===== src/rtl/arb_pkg.sv =====
package arb_pkg;

  typedef enum logic [1:0] {
    ST_CPU     = 2'd0,
    ST_GRANT   = 2'd1,
    ST_ACKWAIT = 2'd2,
    ST_EXT     = 2'd3
  } arbState_t;

  // strobes from control to datapath
  typedef struct packed {
    logic grantSet;
    logic grantClr;
    logic ackLoad;
    logic ackStep;
  } arbStrobe_t;

  // status from datapath to control
  typedef struct packed {
    logic reqSeen;
    logic safePoint;
    logic lowOk;
    logic ackDone;
  } arbStatus_t;

endpackage


===== src/rtl/arb_datapath.sv =====
module arb_datapath
  import arb_pkg::*;
#(
  parameter int SYNC_STAGES = 2,
  parameter int MIN_LOW     = 2,
  parameter int ACK_DELAY   = 2
) (
  input  logic       clk,
  input  logic       rstN,
  input  logic       extReq,
  input  logic       cpuBusy,
  input  logic       cpuLastCycle,
  input  logic       cpuLocked,
  input  logic       cpuBoundary,
  input  arbStrobe_t strobe,
  output arbStatus_t status,
  output logic       busGrant
);

  localparam int LOW_W = $clog2(MIN_LOW + 1);
  localparam int ACK_W = $clog2(ACK_DELAY + 1);

  logic [SYNC_STAGES-1:0] syncReg;
  logic [LOW_W-1:0]       lowCnt;
  logic [ACK_W-1:0]       ackCnt;
  logic                   inOperand;

  // request synchronizer, oldest stage at the top
  always_ff @(posedge clk or negedge rstN) begin
    if (!rstN) syncReg <= '0;
    else       syncReg <= {syncReg[SYNC_STAGES-2:0], extReq};
  end

  // operand tracking: set after a non-final cycle, cleared by a final one
  always_ff @(posedge clk or negedge rstN) begin
    if (!rstN)        inOperand <= 1'b0;
    else if (cpuBusy) inOperand <= !cpuLastCycle;
  end

  // grant register
  always_ff @(posedge clk or negedge rstN) begin
    if (!rstN)                busGrant <= 1'b0;
    else if (strobe.grantSet) busGrant <= 1'b1;
    else if (strobe.grantClr) busGrant <= 1'b0;
  end

  // cycles spent with the grant low, saturating at MIN_LOW
  always_ff @(posedge clk or negedge rstN) begin
    if (!rstN)                lowCnt <= LOW_W'(MIN_LOW);
    else if (strobe.grantSet) lowCnt <= '0;
    else if (strobe.grantClr) lowCnt <= LOW_W'(1);
    else if (!busGrant && (lowCnt < LOW_W'(MIN_LOW)))
                              lowCnt <= lowCnt + LOW_W'(1);
  end

  // acknowledge-to-release delay counter
  always_ff @(posedge clk or negedge rstN) begin
    if (!rstN)               ackCnt <= '0;
    else if (strobe.ackLoad) ackCnt <= ACK_W'(1);
    else if (strobe.ackStep) ackCnt <= ackCnt + ACK_W'(1);
  end

  always_comb begin
    status.reqSeen   = syncReg[SYNC_STAGES-1];
    status.safePoint = !cpuLocked && cpuBoundary && !inOperand &&
                       !(cpuBusy && !cpuLastCycle);
    status.lowOk     = (lowCnt >= LOW_W'(MIN_LOW));
    status.ackDone   = (ackCnt >= ACK_W'(ACK_DELAY - 1));
  end

endmodule


===== src/rtl/arb_control.sv =====
module arb_control
  import arb_pkg::*;
(
  input  logic       clk,
  input  logic       rstN,
  input  logic       extAck,
  input  arbStatus_t status,
  output arbStrobe_t strobe,
  output logic       cpuOwnsBus
);

  arbState_t state, stateNext;

  always_ff @(posedge clk or negedge rstN) begin
    if (!rstN) state <= ST_CPU;
    else       state <= stateNext;
  end

  always_comb begin
    stateNext = state;
    strobe    = '0;
    case (state)
      ST_CPU: begin
        if (status.reqSeen && status.safePoint && status.lowOk) begin
          stateNext       = ST_GRANT;
          strobe.grantSet = 1'b1;
        end
      end
      ST_GRANT: begin
        if (extAck) begin
          stateNext      = ST_ACKWAIT;
          strobe.ackLoad = 1'b1;
        end else if (!status.reqSeen) begin
          stateNext       = ST_CPU;
          strobe.grantClr = 1'b1;
        end
      end
      ST_ACKWAIT: begin
        if (status.ackDone) begin
          stateNext       = ST_EXT;
          strobe.grantClr = 1'b1;
        end else begin
          strobe.ackStep = 1'b1;
        end
      end
      ST_EXT: begin
        if (!extAck) stateNext = ST_CPU;
      end
      default: stateNext = ST_CPU;
    endcase
  end

  assign cpuOwnsBus = (state == ST_CPU);

endmodule


===== src/rtl/coh_bus_arbiter.sv =====
module coh_bus_arbiter
  import arb_pkg::*;
#(
  parameter int SYNC_STAGES = 2,
  parameter int MIN_LOW     = 2,
  parameter int ACK_DELAY   = 2
) (
  input  logic clk,
  input  logic rstN,
  input  logic extReq,
  input  logic extAck,
  input  logic cpuBusy,
  input  logic cpuLastCycle,
  input  logic cpuLocked,
  input  logic cpuBoundary,
  output logic busGrant,
  output logic cpuOwnsBus
);

  arbStrobe_t strobe;
  arbStatus_t status;

  arb_datapath #(
    .SYNC_STAGES(SYNC_STAGES),
    .MIN_LOW    (MIN_LOW),
    .ACK_DELAY  (ACK_DELAY)
  ) u_dp (
    .clk         (clk),
    .rstN        (rstN),
    .extReq      (extReq),
    .cpuBusy     (cpuBusy),
    .cpuLastCycle(cpuLastCycle),
    .cpuLocked   (cpuLocked),
    .cpuBoundary (cpuBoundary),
    .strobe      (strobe),
    .status      (status),
    .busGrant    (busGrant)
  );

  arb_control u_ctl (
    .clk       (clk),
    .rstN      (rstN),
    .extAck    (extAck),
    .status    (status),
    .strobe    (strobe),
    .cpuOwnsBus(cpuOwnsBus)
  );

endmodule


===== config.mk =====
export PLATFORM = sky130hd
export DESIGN_NAME = coh_bus_arbiter
export DESIGN_NICKNAME = d
export VERILOG_FILES = /design/src/rtl/arb_pkg.sv /design/src/rtl/arb_datapath.sv /design/src/rtl/arb_control.sv /design/src/rtl/coh_bus_arbiter.sv
export SDC_FILE = /design/constraint.sdc
export NUM_CORES = 1
export LEC_CHECK = 0
export BUFFER_PORTS_ARGS = -buffer_cell sky130_fd_sc_hd__buf_2
export CAP_MARGIN = 10
export CORE_MARGIN = 2
export CORE_UTILIZATION = 40
export CTS_CLUSTER_DIAMETER = 40
export DETAILED_ROUTE_END_ITERATION = 10
export PLACE_DENSITY_LB_ADDON = 0.15
export RECOVER_POWER = 25
export SETUP_SLACK_MARGIN = 0.15
export SYNTH_ARGS = -nofsm -noshare
export SYNTH_HDL_FRONTEND = slang
export SYNTH_SLANG_ARGS = --single-unit

===== constraint.sdc =====
create_clock -name clk -period 4.2 [get_ports clk]
set_clock_uncertainty 0.15 [all_clocks]
set_input_delay 0 -clock clk [delete_from_list [all_inputs] [get_ports clk]]
set_output_delay 0 -clock clk [all_outputs]
set_load 0.02 [all_outputs]

==> summary.md <==
| Metric | Value |
|---|---|
| CP endpoint kind | flip-flop |
| CTS tree | done |
| Routed WL | 964 um |
| Slew HR | 0.712 |
| Final Slew Violations | 0 |
| Nets@finish | 90 |
| Kind of critical path | flip-flop to flip-flop |
| FF-to-FF Start | u_dp.lowCnt[1]$_DFFE_PN1P_ |
| WP data arrival | 1.89 ns |
| Area of the multi-input gates | 288 um^2 |
| RSZ-0062 raised after global routing | no |
| Syn avg cell area | 10.2 um^2 |
| Combinational share of power | 0.433 |
| Sequential Area | 251 um^2 |
| Worst R2R Setup Slack | 2.31 ns |
| 1st-iter DRT viols | 2 |
| Crit Path Max Fanout | 4 |
| Row Count | 13 |
| GPL Wtd Cong | 0.678 |
| Final Hold Viols | 0 |
| Yosys reg bits | 10 |
| Total power | 0.404 mW |
| Initial Utilization | 0.432 |
| Antenna Cells | 0 |
| Internal power | 0.258 mW |
| Total global-route track usage | 0.128 |
| Clk sinks | 10 |
| Status | completed |
| Cts repair resizes | 0 |
| CP cell instances | ha_1 > nor2_1 > or3_1 > a211oi_2 > mux2_1 |
| Min cycle time layout | 1.89 ns |
| Final setup fails | 0 |
| P_leak | 0.351 nW |
| Port bufs | 9 |
| Vias in the first global route | 391 |
| EDFF count, synth | 0 |
| Boundary Pins | 10 |
| Post CTS Setup Buffer Count | 0 |
| Synthesis-to-layout area growth | 28.1% |
| Initial antenna violation count | 0 |
| Worst Max-Slew Pin Slew | 0.430 ns |
| Peak supply drop | 0.266 mV |
| DR vias | 419 |
| Top FF cell, synth | dfrtp_1 |
| Reg power frac | 0.362 |
| Largest net degree at the start of global routing | 10 |
| Pwr Density | 561 mW/mm^2 |
| Achievable Freq | 529 MHz |
| Reg clk slew, reported paths | 0.07 ns |
| Synth warn | 0 |
| P_sw | 0.146 mW |
| Fillers | 122 |
| Crit-path max cell delay | 0.55 ns |
| Clock root buffer | clkbuf_4 |
| Hold Crit Class | input port to flip-flop |
| CTS Buf Count | 3 |
| Pre-Repair DR Iteration Count | 4 |
| Final Cycle Share | 0.450 |
| Vias per cell | 4.71 |
| H-tree levels | 1 |
| Cell count of the worst reg-to-reg path | 5 |
| Worst Setup Start Kind | flip-flop |
| Syn_nets | 70 |
| Share of cells above drive strength 1 | 0.176 |
| Total die area | 0.00172 mm^2 |
| Worst Path Required | 4.20 ns |
| Mapped Area | 562 um^2 |
| Crit path from | u_dp.lowCnt[1]$_DFFE_PN1P_ |
| Share of flip-flops with an asynchronous set or reset | 1.00 |
| DRC Markers | 0 |
| Setup TNS | 0 ns |
| Grt total ovfl | 0 |
| Critical-path top delay cell | dfstp_2 |
| Sequential share of the synthesized area | 0.448 |
| Die W | 41.5 um |
| Count of mapped cells out of synthesis | 55 |
| Maxcap violations | 0 |
| Clk network pwr share | 0.205 |
| Core area | 0.00130 mm^2 |
| Die Span Y | 41.5 um |
| Netlist cell types | 24 |
| Worst-Skew Late Latency | 0.26 ns |
| Maximum clock insertion buffer count | 2 |
| Avg WL per Cell | 10.8 um |
| First-pass GRT wire length | 1630 um |
| Sw frac | 0.360 |
| Detailed placement HPWL | 723 um |
| Post-route ant nets | 0 |
[area by class of cell]
cell class | instances | share of cell area
multi-input combinational | 39 | 0.400
sequential | 10 | 0.350
timing repair buffer | 15 | 0.143
clock buffer | 4 | 0.0504
inverter | 6 | 0.0313
tap | 15 | 0.0261
[state kept, by name (all words and copies together), names as in the netlist, named ones only]
signal	count
u_ctl.state	1
u_dp.ackCnt	2
u_dp.busGrant	1
u_dp.inOperand	1
u_dp.lowCnt	2
u_dp.syncReg	2
[layout by cell type, fill, tap and decap left out, drive strengths merged, types with 2 or more instances in the layout]
cell type and instances:
buf 7, nor2 4, dfrtp 9, xnor2 2, a21oi 2, nand2 7
nor2b 2, dlygate4sd3 6, ha 7, clkbuf 6, inv 6
[logic make-up after synthesis]
| logic type | Yosys count | share of synthesized area |
|---|---|---|
| AO/OA/AOI/OAI | 8 | 0.107 |
| XOR/XNOR | 2 | 0.0312 |
| adder cells (fa/ha/maj) | 7 | 0.156 |
| buffers and inverters | 6 | 0.0401 |
| flip-flops | 10 | 0.448 |
| multiplexers | 2 | 0.0379 |
| AND/OR/NAND/NOR | 20 | 0.180 |
[cells in the mapped netlist, drive strengths merged, types with 2 or more instances]
cell type / count / area, um^2
xnor2: 2 / 17.5
dfrtp: 9 / 225
ha: 7 / 87.6
inv: 6 / 22.5
nand2: 7 / 26.3
a21oi: 2 / 10.0
nor2b: 2 / 12.5
nor2: 4 / 15.0
[through the flow]
step,setup WS (ns),instances,utilization,hold WS [ns],cell area [um^2]
2_1_floorplan,2.35,55,-,-0.446,562
4_1_cts,2.30,89,0.555,0.0362,722
3_3_place_gp,2.33,79,0.481,-0.280,626
5_1_grt,2.20,89,0.553,0.0895,719
6_report,2.31,89,0.553,0.0385,719
3_5_place_dp,2.31,79,0.481,-0.281,626
[worst min path at each step]
stage	depth (start not counted)	endpoint	start
floorplan	0	asynchronous set/reset pin	rstN
global placement	1	u_ctl.state[0]$_DFFE_PN0P_	rstN
detailed placement	1	u_ctl.state[0]$_DFFE_PN0P_	rstN
CTS	5	u_dp.busGrant$_DFFE_PN0P_	cpuLocked
global route	5	u_dp.busGrant$_DFFE_PN0P_	cpuBoundary
finish	5	u_dp.busGrant$_DFFE_PN0P_	cpuLocked
[power by group through the flow]
stage	registers (mW)	logic, mW	clock network [mW]
3_3_place_gp	0.148	0.173	0
4_1_cts	0.146	0.179	0.0859
2_1_floorplan	0.148	0.133	0
6_report	0.146	0.175	0.0829
5_1_grt	0.150	0.199	0.0911
3_5_place_dp	0.148	0.173	0
[routing by layer]
metal / vias up / routed length, um / global-route usage / share of wire
li1: 223 / - / - / -
met4: 0 / 0 / 0.0194 / 0
met3: 0 / 43 / 0.0739 / 0.045
met5: - / 0 / 0 / 0
met1: 189 / 457 / 0.153 / 0.47
met2: 7 / 463 / 0.203 / 0.48
[critical path, delay by kind of cell (launching register included)]
family	cells	cell delay (ns)
compound gates	1	0.23
fa+ha+maj	1	0.14
flops	1	0.55
mux	1	0.33
simple gates	2	0.38
[what timing repair did]
| action | 4_1_cts | 5_1_grt |
|---|---|---|
| hold buffers | 6 | 0 |
| endpoints found under the hold margin | 13 | 0 |
| setup endpoints to repair | 0 | 0 |
No activity file was read; power rests on OpenSTA's default activity.
